### src/rtl/clc_pkg.sv
package clc_pkg;

    localparam int H_K      = 3;  // combining table inputs: F, G, direct input
    localparam int SUM_BITS = 2;  // add slice width, one bit per 4-input table
    localparam int MODE_W   = 4;  // mode[1:0], xsel, ysel

    typedef enum logic [1:0] {
        MODE_LOGIC    = 2'b00,
        MODE_RAM_DUAL = 2'b01,
        MODE_RAM_WIDE = 2'b10,
        MODE_ADD      = 2'b11
    } cell_mode_e;

    typedef enum logic [1:0] {
        CFG_EMPTY = 2'b00,
        CFG_SHIFT = 2'b01,
        CFG_READY = 2'b10
    } cfg_state_e;

endpackage

### src/rtl/clc_cfg_fsm.sv
module clc_cfg_fsm
    import clc_pkg::*;
(
    input  logic clk,
    input  logic rst,
    input  logic cfg_en,
    output logic active
);

    cfg_state_e state_q;
    cfg_state_e state_d;

    always_ff @(posedge clk) begin
        if (rst) begin
            state_q <= CFG_EMPTY;
        end else begin
            state_q <= state_d;
        end
    end

    always_comb begin
        state_d = state_q;
        active  = 1'b0;
        unique case (state_q)
            CFG_EMPTY: begin
                if (cfg_en) state_d = CFG_SHIFT;
            end
            CFG_SHIFT: begin
                if (!cfg_en) state_d = CFG_READY;
            end
            CFG_READY: begin
                active = 1'b1;
                if (cfg_en) state_d = CFG_SHIFT;
            end
            default: begin
                state_d = CFG_EMPTY;
            end
        endcase
    end

endmodule

### src/rtl/clc_lut.sv
module clc_lut #(
    parameter int IN = 4
) (
    input  logic [(1 << IN)-1:0] table_bits,
    input  logic [IN-1:0]        sel,
    output logic                 dout
);

    localparam int DEPTH = 1 << IN;

    // Binary mux tree, one level per select bit.
    logic [DEPTH-1:0] lvl [IN+1];

    assign lvl[0] = table_bits;

    for (genvar s = 0; s < IN; s++) begin : g_level
        localparam int W = DEPTH >> (s + 1);
        for (genvar k = 0; k < W; k++) begin : g_node
            assign lvl[s+1][k] = sel[s] ? lvl[s][2*k+1] : lvl[s][2*k];
        end
        if (W < DEPTH) begin : g_pad
            assign lvl[s+1][DEPTH-1:W] = '0;
        end
    end

    assign dout = lvl[IN][0];

endmodule

### src/rtl/clc_carry.sv
module clc_carry #(
    parameter int N = 2
) (
    input  logic [N-1:0] a,
    input  logic [N-1:0] b,
    input  logic         cin,
    output logic [N-1:0] sum,
    output logic         cout
);

    always_comb begin
        logic c;
        c = cin;
        for (int i = 0; i < N; i++) begin
            sum[i] = a[i] ^ b[i] ^ c;
            c      = (a[i] & b[i]) | (c & (a[i] ^ b[i]));
        end
        cout = c;
    end

endmodule

### src/rtl/clc_cell.sv
module clc_cell
    import clc_pkg::*;
#(
    parameter int LUT_K = 4
) (
    input  logic             clk,
    input  logic             rst,
    input  logic             cfg_en,
    input  logic             cfg_in,
    output logic             cfg_out,
    input  logic [LUT_K-1:0] f_in,
    input  logic [LUT_K-1:0] g_in,
    input  logic             h_in,
    input  logic             wr_en,
    input  logic [LUT_K:0]   wr_addr,
    input  logic [1:0]       wr_data,
    input  logic             carry_in,
    output logic             carry_out,
    output logic             x_out,
    output logic             y_out,
    output logic             z_out,
    output logic             xq,
    output logic             yq
);

    localparam int FG_N    = 1 << LUT_K;
    localparam int H_N     = 1 << H_K;
    localparam int CFG_LEN = 2 * FG_N + H_N + MODE_W;
    localparam int YSEL_B  = 0;
    localparam int XSEL_B  = 1;
    localparam int MODE_LO = 2;
    localparam int H_LO    = MODE_W;
    localparam int G_LO    = H_LO + H_N;
    localparam int F_LO    = G_LO + FG_N;
    localparam int IDX_W   = $clog2(CFG_LEN);

    // Configuration chain: tables and mode bits, shifted MSB first.
    logic [CFG_LEN-1:0] cfg_sr;
    logic               active;
    cell_mode_e         mode;
    logic               x_sel;
    logic               y_sel;

    assign mode    = cell_mode_e'(cfg_sr[MODE_LO +: 2]);
    assign x_sel   = cfg_sr[XSEL_B];
    assign y_sel   = cfg_sr[YSEL_B];
    assign cfg_out = cfg_sr[CFG_LEN-1];

    clc_cfg_fsm u_fsm (
        .clk    (clk),
        .rst    (rst),
        .cfg_en (cfg_en),
        .active (active)
    );

    // Write addresses inside the chain for the two RAM modes.
    logic [IDX_W-1:0] f_wr_idx;
    logic [IDX_W-1:0] g_wr_idx;

    assign f_wr_idx = IDX_W'(F_LO) + IDX_W'(wr_addr[LUT_K-1:0]);
    assign g_wr_idx = IDX_W'(G_LO) + IDX_W'(wr_addr[LUT_K-1:0]);

    always_ff @(posedge clk) begin
        if (cfg_en) begin
            cfg_sr <= {cfg_sr[CFG_LEN-2:0], cfg_in};
        end else if (active && wr_en) begin
            case (mode)
                MODE_RAM_DUAL: begin
                    cfg_sr[f_wr_idx] <= wr_data[0];
                    cfg_sr[g_wr_idx] <= wr_data[1];
                end
                MODE_RAM_WIDE: begin
                    if (wr_addr[LUT_K]) begin
                        cfg_sr[g_wr_idx] <= wr_data[0];
                    end else begin
                        cfg_sr[f_wr_idx] <= wr_data[0];
                    end
                end
                default: begin
                end
            endcase
        end
    end

    // Lookup path.
    logic [LUT_K-1:0] g_addr;
    logic             f_lut;
    logic             g_lut;
    logic             h_lut;

    assign g_addr = (mode == MODE_RAM_WIDE) ? f_in : g_in;

    clc_lut #(.IN(LUT_K)) u_f (
        .table_bits (cfg_sr[F_LO +: FG_N]),
        .sel        (f_in),
        .dout       (f_lut)
    );

    clc_lut #(.IN(LUT_K)) u_g (
        .table_bits (cfg_sr[G_LO +: FG_N]),
        .sel        (g_addr),
        .dout       (g_lut)
    );

    // Add slice.
    logic [SUM_BITS-1:0] add_sum;
    logic                add_co;

    clc_carry #(.N(SUM_BITS)) u_add (
        .a    ({g_in[0], f_in[0]}),
        .b    ({g_in[1], f_in[1]}),
        .cin  (carry_in),
        .sum  (add_sum),
        .cout (add_co)
    );

    logic x_raw;
    logic y_raw;
    logic z_raw;
    logic co_raw;

    assign x_raw = (mode == MODE_ADD) ? add_sum[0] : f_lut;
    assign y_raw = (mode == MODE_ADD) ? add_sum[1] : g_lut;

    clc_lut #(.IN(H_K)) u_h (
        .table_bits (cfg_sr[H_LO +: H_N]),
        .sel        ({h_in, y_raw, x_raw}),
        .dout       (h_lut)
    );

    assign z_raw  = (mode == MODE_RAM_WIDE) ? (h_in ? y_raw : x_raw) : h_lut;
    assign co_raw = (mode == MODE_ADD) ? add_co : 1'b0;

    assign x_out     = active & x_raw;
    assign y_out     = active & y_raw;
    assign z_out     = active & z_raw;
    assign carry_out = active & co_raw;

    // Output flip-flops.
    always_ff @(posedge clk) begin
        if (rst) begin
            xq <= 1'b0;
            yq <= 1'b0;
        end else begin
            xq <= x_sel ? z_out : x_out;
            yq <= y_sel ? z_out : y_out;
        end
    end

endmodule

### config.mk
export PLATFORM = sky130hd
export DESIGN_NAME = clc_cell
export DESIGN_NICKNAME = d
export VERILOG_FILES = /design/src/rtl/clc_pkg.sv /design/src/rtl/clc_cfg_fsm.sv /design/src/rtl/clc_lut.sv /design/src/rtl/clc_carry.sv /design/src/rtl/clc_cell.sv
export SDC_FILE = /design/constraint.sdc
export NUM_CORES = 1
export LEC_CHECK = 0
export BUFFER_PORTS_ARGS = -buffer_cell sky130_fd_sc_hd__buf_4
export CORE_ASPECT_RATIO = 0.9
export CORE_MARGIN = 3
export CORE_UTILIZATION = 60
export CTS_CLUSTER_DIAMETER = 150
export DETAILED_ROUTE_END_ITERATION = 8
export GPL_TIMING_DRIVEN = 1
export PLACE_DENSITY_LB_ADDON = 0.25
export SYNTH_ARGS = -nofsm -noshare
export SYNTH_HDL_FRONTEND = slang
export SYNTH_SLANG_ARGS = --single-unit
### constraint.sdc
create_clock -name clk -period 4.5 [get_ports clk]
set_clock_uncertainty 0.2 [all_clocks]
set_input_delay 0.9 -clock clk [delete_from_list [all_inputs] [get_ports clk]]
set_output_delay 0.9 -clock clk [all_outputs]
set_load 0.05 [all_outputs]
==> run metrics, run 1 <==
Final #Nets 455; critical path endpoint category output pin; layout cells sized above 1 14.82%; Clock Latency Late Sink 310 ps; Rel. slew slack 24.65%; fmax 0.2317 GHz; Hold Crit Depth 1; CTS clock-pin slew for the worst setup and hold paths 90 ps; first-pass GRT wire length 17.02 mm; worst-margin pin slew 1130 ps; Synth Instances 419; leak pwr 1.506 nW; Max rail drop VDD 147.1 uV; clk sinks 48; RSZ-0062 raised after global routing false; Final period util 95.91%; hold crit path type flop to flop; I/O pins 29; via count 3587; Post-DP Area 3940 sq um; grt total ovfl 0; pre-CTS WS 156.5 ps; vias per inst 7.246; Seq cells post-synth 48; antenna violations before repair 0; CTS root buf clkbuf_8; final std cells w/o fill 495; GRT Total Usage 30.83%; Core Area 5856 sq um; setup TNS 0 ps; crit path launch type input port; syn avg cell area 8.938 sq um; # setup viols final 0; final hold violation count 0; DR pass1 iterations 5; Num CTS Buffers 5; top-area cell type share of the netlist area 35.28%; htree depth 2; post-route cell area 4078 sq um; Area growth, synth to finish 8.887%; CP Data Arrival Time 3220 ps; Critical Path Fanout Max 9; PD cells 293.8 nW/um^2; Starting Density 63.95%; final worst slack 184.0 ps; Yosys top cell by area edfxtp_1; critical path required time 3400 ps; post-CTS setup buffer count 0; DR iter-0 viols 499; post-DP HPWL 7.322 mm; largest net degree at the start of global routing 50; Placer Congestion 0.9455; minimum clock period 4316 ps; top cells by area, synth edfxtp_1, o21ai_0, nand2_1; placed cells 488; worst r2r path cells 6; TritonCTS clock tree built; Die Area 7227 sq um; CTS hold repair buffers 0; Async S/R FF share, synth 0%; # diodes 0; post-synth net total 449; Worst Setup Path Type input port to output pin; commonest cells after routing, fill and taps aside nand2_1, o21ai_0, edfxtp_1; Die Width 89.28 microns; port bufs 28; # rows 26; Die Span Y 80.95 microns; Core Util, Final 69.64%; Main synth FF type edfxtp_1; status complete, no violations; synth warn 0; number of flops mapped to enable cells by yosys 44; max-cap violation count 0; post-DR wirelength/cell 21.50 microns; Max clock buf depth 2; post-CTS sizing 0; synthesized area 3745 sq um; FF-to-FF setup slack 1330 ps; post-synthesis sequential area ratio 37.42%; synth unique cells 53; Final ANT Viol Nets 0; commonest non-fill, non-tap cell in the layout nand2_1; max-slew violations 0; aggregate routed wire length 10.64 mm; vias in the first global route 3300; DRC 0; Fill cells 463
==> registers in the layout, indices dropped and copies added, names as in the netlist <==
name and cells:
u_fsm.state_q 2, cfg_sr 44, xq 1, yq 1
==> area by class of cell <==
class                      count  area, sq um  share of cell area (%)
clock inverter                 2        60.06                   1.473
multi-input combinational    323         2152                   52.78
sequential                    48         1401                   34.37
timing repair buffer          35        262.8                   6.444
tap                           70        87.58                   2.148
clock buffer                   5        68.82                   1.688
inverter                      12        45.04                   1.105
==> worst max-delay path: stages <==
cell      delay [ps]
buf_4            140
mux4_1           560
mux2i_1          190
a221oi_2         120
nor2_4           200
mux4_1           620
a21oi_2          200
a211oi_2          80
buf_4            190
==> per-layer routing <==
metal	vias up	part of all wire, %	GRT usage [%]	wire [microns]
met2	258	45	46.83	4750
li1	1589	-	-	-
met1	1699	41	44.32	4322
met5	-	0	0	0
met3	41	12	5.882	1274
met4	0	2.8	10.12	295
==> per-stage QoR <==
step	hold WS, ps	total power [mW]
after floorplan	268.4	0.7417
after global placement	288.8	0.8155
after detailed placement	303.7	0.8248
after CTS	313.4	1.191
after global routing	339.9	1.241
final	316.2	1.198
==> cells in the mapped netlist (all sizes together), types with 4 or more instances <==
master / n
dfxtp: 4
nand2: 67
o21ai: 51
and2: 4
nor2b: 5
buf: 9
edfxtp: 44
mux4: 6
a31oi: 5
nor3: 13
a32oi: 12
o221ai: 9
a211oi: 10
nand2b: 6
mux2i: 19
o31ai: 4
ha: 6
a22o: 10
nor2: 32
clkbuf: 27
a21oi: 7
inv: 11
nand3: 21
==> cell families after synthesis <==
logic type / Yosys count / share of synthesized area [%]
AOI/OAI and AO/OA: 126 / 23.56
adders and majority gates: 8 / 3.074
muxes: 28 / 10.09
and+or+nand+nor: 159 / 19.81
DFF: 48 / 37.42
buffers and inverters: 48 / 5.580
xor gates and xnor gates: 2 / 0.4678
==> worst paths after layout <==
path	to	start
worst max-delay path	z_out	f_in[1]
worst min-delay path	u_fsm.state_q[0]$_SDFFE_PP0P_	u_fsm.state_q[0]$_SDFFE_PP0P_
worst max register to register	cfg_sr[13]$_DFFE_PP_	cfg_sr[2]$_DFFE_PP_
worst min register to register	u_fsm.state_q[0]$_SDFFE_PP0P_	u_fsm.state_q[0]$_SDFFE_PP0P_
==> power breakdown <==
| group | switching [mW] | total (mW) | internal (mW) |
|---|---|---|---|
| Combinational | 0.156 | 0.258 | 0.102 |
| Clock | 0.152 | 0.371 | 0.219 |
| Sequential | 0.0390 | 0.570 | 0.531 |
No activity file was read; power rests on OpenSTA's default activity.
==> run 2: changes to the inputs <==
--- a/config.mk
+++ b/config.mk
@@ -5,7 +5,7 @@
 export SDC_FILE = /design/constraint.sdc
 export NUM_CORES = 1
 export LEC_CHECK = 0
-export BUFFER_PORTS_ARGS = -buffer_cell sky130_fd_sc_hd__buf_4
+export BUFFER_PORTS_ARGS = -buffer_cell sky130_fd_sc_hd__buf_2
 export CORE_ASPECT_RATIO = 0.9
 export CORE_MARGIN = 3
 export CORE_UTILIZATION = 60
@@ -16,3 +16,4 @@
 export SYNTH_ARGS = -nofsm -noshare
 export SYNTH_HDL_FRONTEND = slang
 export SYNTH_SLANG_ARGS = --single-unit
+export TNS_END_PERCENT = 100
==> run 2 against run 1 <==
  * Combinational power about the same
  * Sequential share of layout area up 0.52 points
  * Largest power group unchanged
  * Final area down 1.5%
  * First-iteration DRC count up 10%
  * Critical path type unchanged
  * Total power down 3.5%
  * Hold slack worse by 5.1 ps
  * Sequential power about the same
  * Cell count up 1.0%
  * Count of clock-buffer cells in the layout unchanged
  * Highest routed layer unchanged
  * Fmax down 1.6%
  * Flip-flop and latch count unchanged
==> run metrics, run 2 (synthesis gave the netlist of run 1 again) <==
status complete, no violations; critical path required time 3400 ps; grt total ovfl 0; # rows 26; post-DP HPWL 7.555 mm; DR iter-0 viols 550; max-cap violation count 0; area of the multi-input gates 2148 sq um; RR Endpoint cfg_sr[13]$_DFFE_PP_; DRC 0; CP Data Arrival Time 3280 ps; Num CTS Buffers 5; GRT Total Usage 30.86%; worst path cell trace buf_2 > mux4_1 > mux2i_1 > a221oi_2 > nor2_4 > mux4_2 > a211oi_2 > a211oi_2 > buf_2; RR Startpoint cfg_sr[2]$_DFFE_PP_; crit path launch type input port; critical path endpoint category output pin; post-DR wirelength/cell 21.62 microns; TritonCTS clock tree built; # setup viols final 0; Starting Density 63.95%; minimum clock period 4385 ps; Top Registers cfg_sr x44, u_fsm.state_q x2; antenna violations before repair 0; Hold Crit Depth 1; Final #Nets 459; RSZ-0062 raised after global routing false; htree depth 2; max-slew violations 0; sw power 0.3589 mW; Core Area 5856 sq um; Critical Path Fanout Max 9; max reg flops 44; PD cells 287.9 nW/um^2; Die Span Y 80.95 microns; Reg area 1401 sq um; commonest non-fill, non-tap cell in the layout nand2_1; # diodes 0; clk sinks 48; fmax 0.2281 GHz; internal power 0.7975 mW; final worst slack 115.3 ps; first-pass GRT wire length 17.02 mm; most flop-heavy register cfg_sr; Die Area 7227 sq um; CP max stage cell mux4_1; Sw Share 31.03%; Worst Setup Path Type input port to output pin; Seq pwr share 49.3%; largest net degree at the start of global routing 37; hold crit path type flop to flop; Max rail drop VDD 174.0 uV; worst r2r path cells 5; Placer Congestion 0.9469; Final period util 97.44%; Die Width 89.28 microns; vias per inst 7.174; aggregate routed wire length 10.81 mm; Area growth, synth to finish 7.250%; layout cells sized above 1 15.81%; Clock Latency Late Sink 310 ps; pre-CTS WS 29.24 ps; Rel. slew slack 20.27%; DR pass1 iterations 5; worst hold endpoint u_fsm.state_q[0]$_SDFFE_PP0P_; via count 3587; final hold violation count 0; worst-margin pin slew 1196 ps; vias in the first global route 3245; Hold WS 311.1 ps; Clk network pwr share 28.1%; Worst Hold Launch u_fsm.state_q[1]$_SDFFE_PP0P_; I/O pins 29; Fill cells 457; leak pwr 1.493 nW; Comb power frac 22.6%; Max clock buf depth 2; FF-to-FF setup slack 1290 ps; setup TNS 0 ps; CTS clock-pin slew for the worst setup and hold paths 100 ps; Final ANT Viol Nets 0; commonest cells after routing, fill and taps aside nand2_1, o21ai_0, edfxtp_1; port bufs 28; max incr delay on CP 580 ps; CTS root buf clkbuf_8
[run 2: cell count changes in the layout (fill, tap and decap cells not counted), sizes merged]
| cell | change |
|---|---|
| buf | +4 |
| bufinv | -1 |
| clkinv | +2 |
[run 2: worst max-delay path by stage]
| stage | endpoint | startpoint |
|---|---|---|
| after floorplan | z_out | f_in[1] |
| after CTS | z_out | f_in[1] |
| after detailed placement | z_out | f_in[1] |
| after global routing | z_out | f_in[1] |
| after global placement | z_out | f_in[1] |
| final | z_out | f_in[1] |
[run 2: power groups by stage]
stage               clock [mW]  combinational (mW)  sequential, mW
CTS                      0.320               0.245           0.566
global placement             0               0.235           0.575
detailed placement           0               0.244           0.576
finish                   0.325               0.261           0.570
global route             0.335               0.284           0.571
floorplan                    0               0.182           0.559
[run 2: area by class of cell]
type                       count  share of cell area (%)
timing repair buffer          39                   5.545
clock inverter                 3                   1.059
clock buffer                   5                   1.713
sequential                    48                   34.89
inverter                      12                   1.121
tap                           70                   2.181
multi-input combinational    323                   53.49
[run 2: metal layers]
layer | vias up | wire (microns) | GRT usage (%)
li1 | 1600 | - | -
met1 | 1671 | 4338 | 44.36
met2 | 275 | 4752 | 46.91
met3 | 41 | 1411 | 6.998
met4 | 0 | 308 | 8.333
met5 | - | 0 | 0
[run 2: stage by stage]
step / instances / total power, mW / cell area, sq um / utilization, %
global placement: 489 / 0.8104 / 3877 / 66.22
CTS: 497 / 1.131 / 3989 / 68.12
detailed placement: 489 / 0.8203 / 3877 / 66.22
global route: 500 / 1.190 / 4016 / 68.59
finish: 500 / 1.156 / 4016 / 68.59
floorplan: 419 / 0.7417 / 3750 / -
[run 2: what timing repair did]
action                     CTS  global route
setup endpoints to repair    0             1
hold buffers                 0             0
buffers inserted             0             3
gates resized for setup      0             3
[run 2: critical path: cells and delay by family]
family,cells,cell delay (ps)
AOI/OAI and AO/OA,3,430
muxes,3,1330
buffers and inverters,2,410
and+or+nand+nor,1,230
==> run 3: changes to the inputs <==
--- a/config.mk
+++ b/config.mk
@@ -5,10 +5,11 @@
 export SDC_FILE = /design/constraint.sdc
 export NUM_CORES = 1
 export LEC_CHECK = 0
+export ABC_AREA = 1
 export BUFFER_PORTS_ARGS = -buffer_cell sky130_fd_sc_hd__buf_2
 export CORE_ASPECT_RATIO = 0.9
 export CORE_MARGIN = 3
-export CORE_UTILIZATION = 60
+export CORE_UTILIZATION = 40
 export CTS_CLUSTER_DIAMETER = 150
 export DETAILED_ROUTE_END_ITERATION = 8
 export GPL_TIMING_DRIVEN = 1
==> run 3 against run 2 <==
  * Clock power about the same
  * Die area increased by 43%
  * Sequential power is 3% lower
  * Register-to-register slack gained 490 ps
  * Area after synthesis down 2.4%
  * Critical path depth up 4
  * Combinational power is 3% lower
  * Largest cell class unchanged
==> run metrics, run 3 <==
status complete, no violations; Async S/R FF share, synth 0%; syn avg cell area 7.150 sq um; Clock Latency Late Sink 310 ps; most frequent cell after synthesis nand2_1; antenna violations before repair 0; CTS hold repair buffers 0; post-CTS sizing 0; top-area cell type share of the netlist area 36.16%; Post-DP Area 3889 sq um; I/O pins 29; Critical Path Fanout Max 7; aggregate routed wire length 10.88 mm; first-pass GRT wire length 18.13 mm; DRC 0; top cells by area, synth edfxtp_1, nand2_1, o21ai_0; Die Span Y 96.67 microns; setup TNS 0 ps; CP Data Arrival Time 3040 ps; vias in the first global route 3516; crit path launch type input port; Area growth, synth to finish 9.486%; critical path required time 3400 ps; max-slew violations 0; PD cells 284.2 nW/um^2; Final #Nets 561; CTS clock-pin slew for the worst setup and hold paths 100 ps; Reg area 1401 sq um; post-DP HPWL 8.196 mm; Final period util 92.01%; largest net degree at the start of global routing 44; placed cells 643; post-DR wirelength/cell 16.72 microns; Core Area 8728 sq um; TritonCTS clock tree built; synth warn 0; Seq cells post-synth 48; area of the multi-input gates 1864 sq um; Starting Density 41.86%; most flop-heavy register cfg_sr; grt total ovfl 0; synth unique cells 29; hold crit path type flop to flop; final worst slack 359.4 ps; minimum clock period 4141 ps; leak pwr 1.607 nW; vias per inst 5.670; commonest cells after routing, fill and taps aside nand2_1, inv_1, o21ai_0; clk sinks 48; Die Width 106.7 microns; Die Area 10320 sq um; Comb power frac 22.4%; # diodes 0; number of flops mapped to enable cells by yosys 44; Main synth FF type edfxtp_1; port bufs 28; via count 3691; fmax 0.2415 GHz; synthesized area 3654 sq um; max-cap violation count 0; Rel. slew slack 29.37%; Max clock buf depth 2; Synth Instances 511; pre-CTS WS 374.5 ps; post-CTS setup buffer count 0; # setup viols final 0; layout cells sized above 1 9.962%; DR pass1 iterations 5; Num CTS Buffers 5; post-route cell area 4000 sq um; Top Registers cfg_sr x44, u_fsm.state_q x2; RSZ-0062 raised after global routing false; max reg flops 44; Worst Setup Path Type input port to output pin; Fill cells 922; # rows 32; post-synth net total 541; worst-margin pin slew 1052 ps; Seq pwr share 48.9%; sw power 0.3598 mW; Yosys top cell by area edfxtp_1; Clk network pwr share 28.8%; DR iter-0 viols 371; post-synthesis sequential area ratio 38.36%; critical path endpoint category output pin; Placer Congestion 0.8961; final hold violation count 0; internal power 0.7770 mW; Commonest cells post-synth nand2_1, inv_1, o21ai_0; htree depth 2; final std cells w/o fill 651; CTS root buf clkbuf_8; Final ANT Viol Nets 0; commonest non-fill, non-tap cell in the layout nand2_1; GRT Total Usage 21.60%; Core Util, Final 45.83%; Sw Share 31.65%; Max rail drop VDD 122.1 uV
run 3: cell count changes in the layout (fill, tap and decap cells not counted), moves of 16 or more:
| cell | previous run | this run |
|---|---|---|
| nand2_1 | 67 | 106 |
| mux2i_1 | 19 | 0 |
| inv_1 | 11 | 74 |
| o22ai_1 | 3 | 19 |
| nand3_1 | 21 | 44 |
| a21oi_1 | 4 | 23 |
| o21ai_0 | 51 | 69 |
run 3: logic make-up (layout without fill, tap and decap cells):
| family | Yosys count | count (layout) | share of synthesized area [%] |
|---|---|---|---|
| DFF | 48 | 48 | 38.36 |
| adders and majority gates | 8 | 8 | 3.151 |
| and+or+nand+nor | 202 | 202 | 22.88 |
| buffers and inverters | 100 | 121 | 10.62 |
| AOI/OAI and AO/OA | 153 | 153 | 25.00 |
run 3: per-stage QoR:
step	power, mW	hold WS, ps
6_report	1.137	345.0
3_3_place_gp	0.8108	320.2
3_5_place_dp	0.8150	332.1
5_1_grt	1.196	353.3
2_1_floorplan	0.7373	261.6
4_1_cts	1.140	345.9
run 3: per-layer routing:
layer	GRT usage [%]	wire length, microns
met1	33.23	5193
met5	0	0
met4	4.228	100
met3	2.869	897
met2	32.48	4693
run 3: layout make-up:
type | instances | share of cell area [%]
clock buffers | 5 | 1.720
clock inverters | 3 | 1.063
inverters | 81 | 7.601
multi-input cells | 363 | 46.61
flip-flops and latches | 48 | 35.03
well taps | 119 | 3.722
repair buffers | 32 | 4.254
run 3: path summary, 6_finish.rpt:
check,from,end,slack [ps],depth (start not counted)
worst min-delay path,u_fsm.state_q[0]$_SDFFE_PP0P_,u_fsm.state_q[0]$_SDFFE_PP0P_,340,3
worst max-delay path,f_in[1],z_out,360,13
worst min register to register,u_fsm.state_q[0]$_SDFFE_PP0P_,u_fsm.state_q[0]$_SDFFE_PP0P_,340,3
worst max register to register,cfg_sr[3]$_DFFE_PP_,cfg_sr[9]$_DFFE_PP_,1780,5
run 3: worst max-delay path, cell delays in order:
cell     delay (ps)
buf_2           170
inv_2            90
fa_1            390
inv_1            70
fa_1            410
or2_2           330
nand3_1          90
nand3_1          70
nand2_1          60
nand2_1          50
nand2_1         140
inv_1            50
buf_2           200
run 3: power by group through the flow:
stage	clock network [mW]	registers (mW)	logic, mW
2_1_floorplan	0	0.559	0.178
3_3_place_gp	0	0.565	0.246
3_5_place_dp	0	0.565	0.250
4_1_cts	0.334	0.555	0.251
5_1_grt	0.349	0.560	0.287
6_report	0.327	0.555	0.254
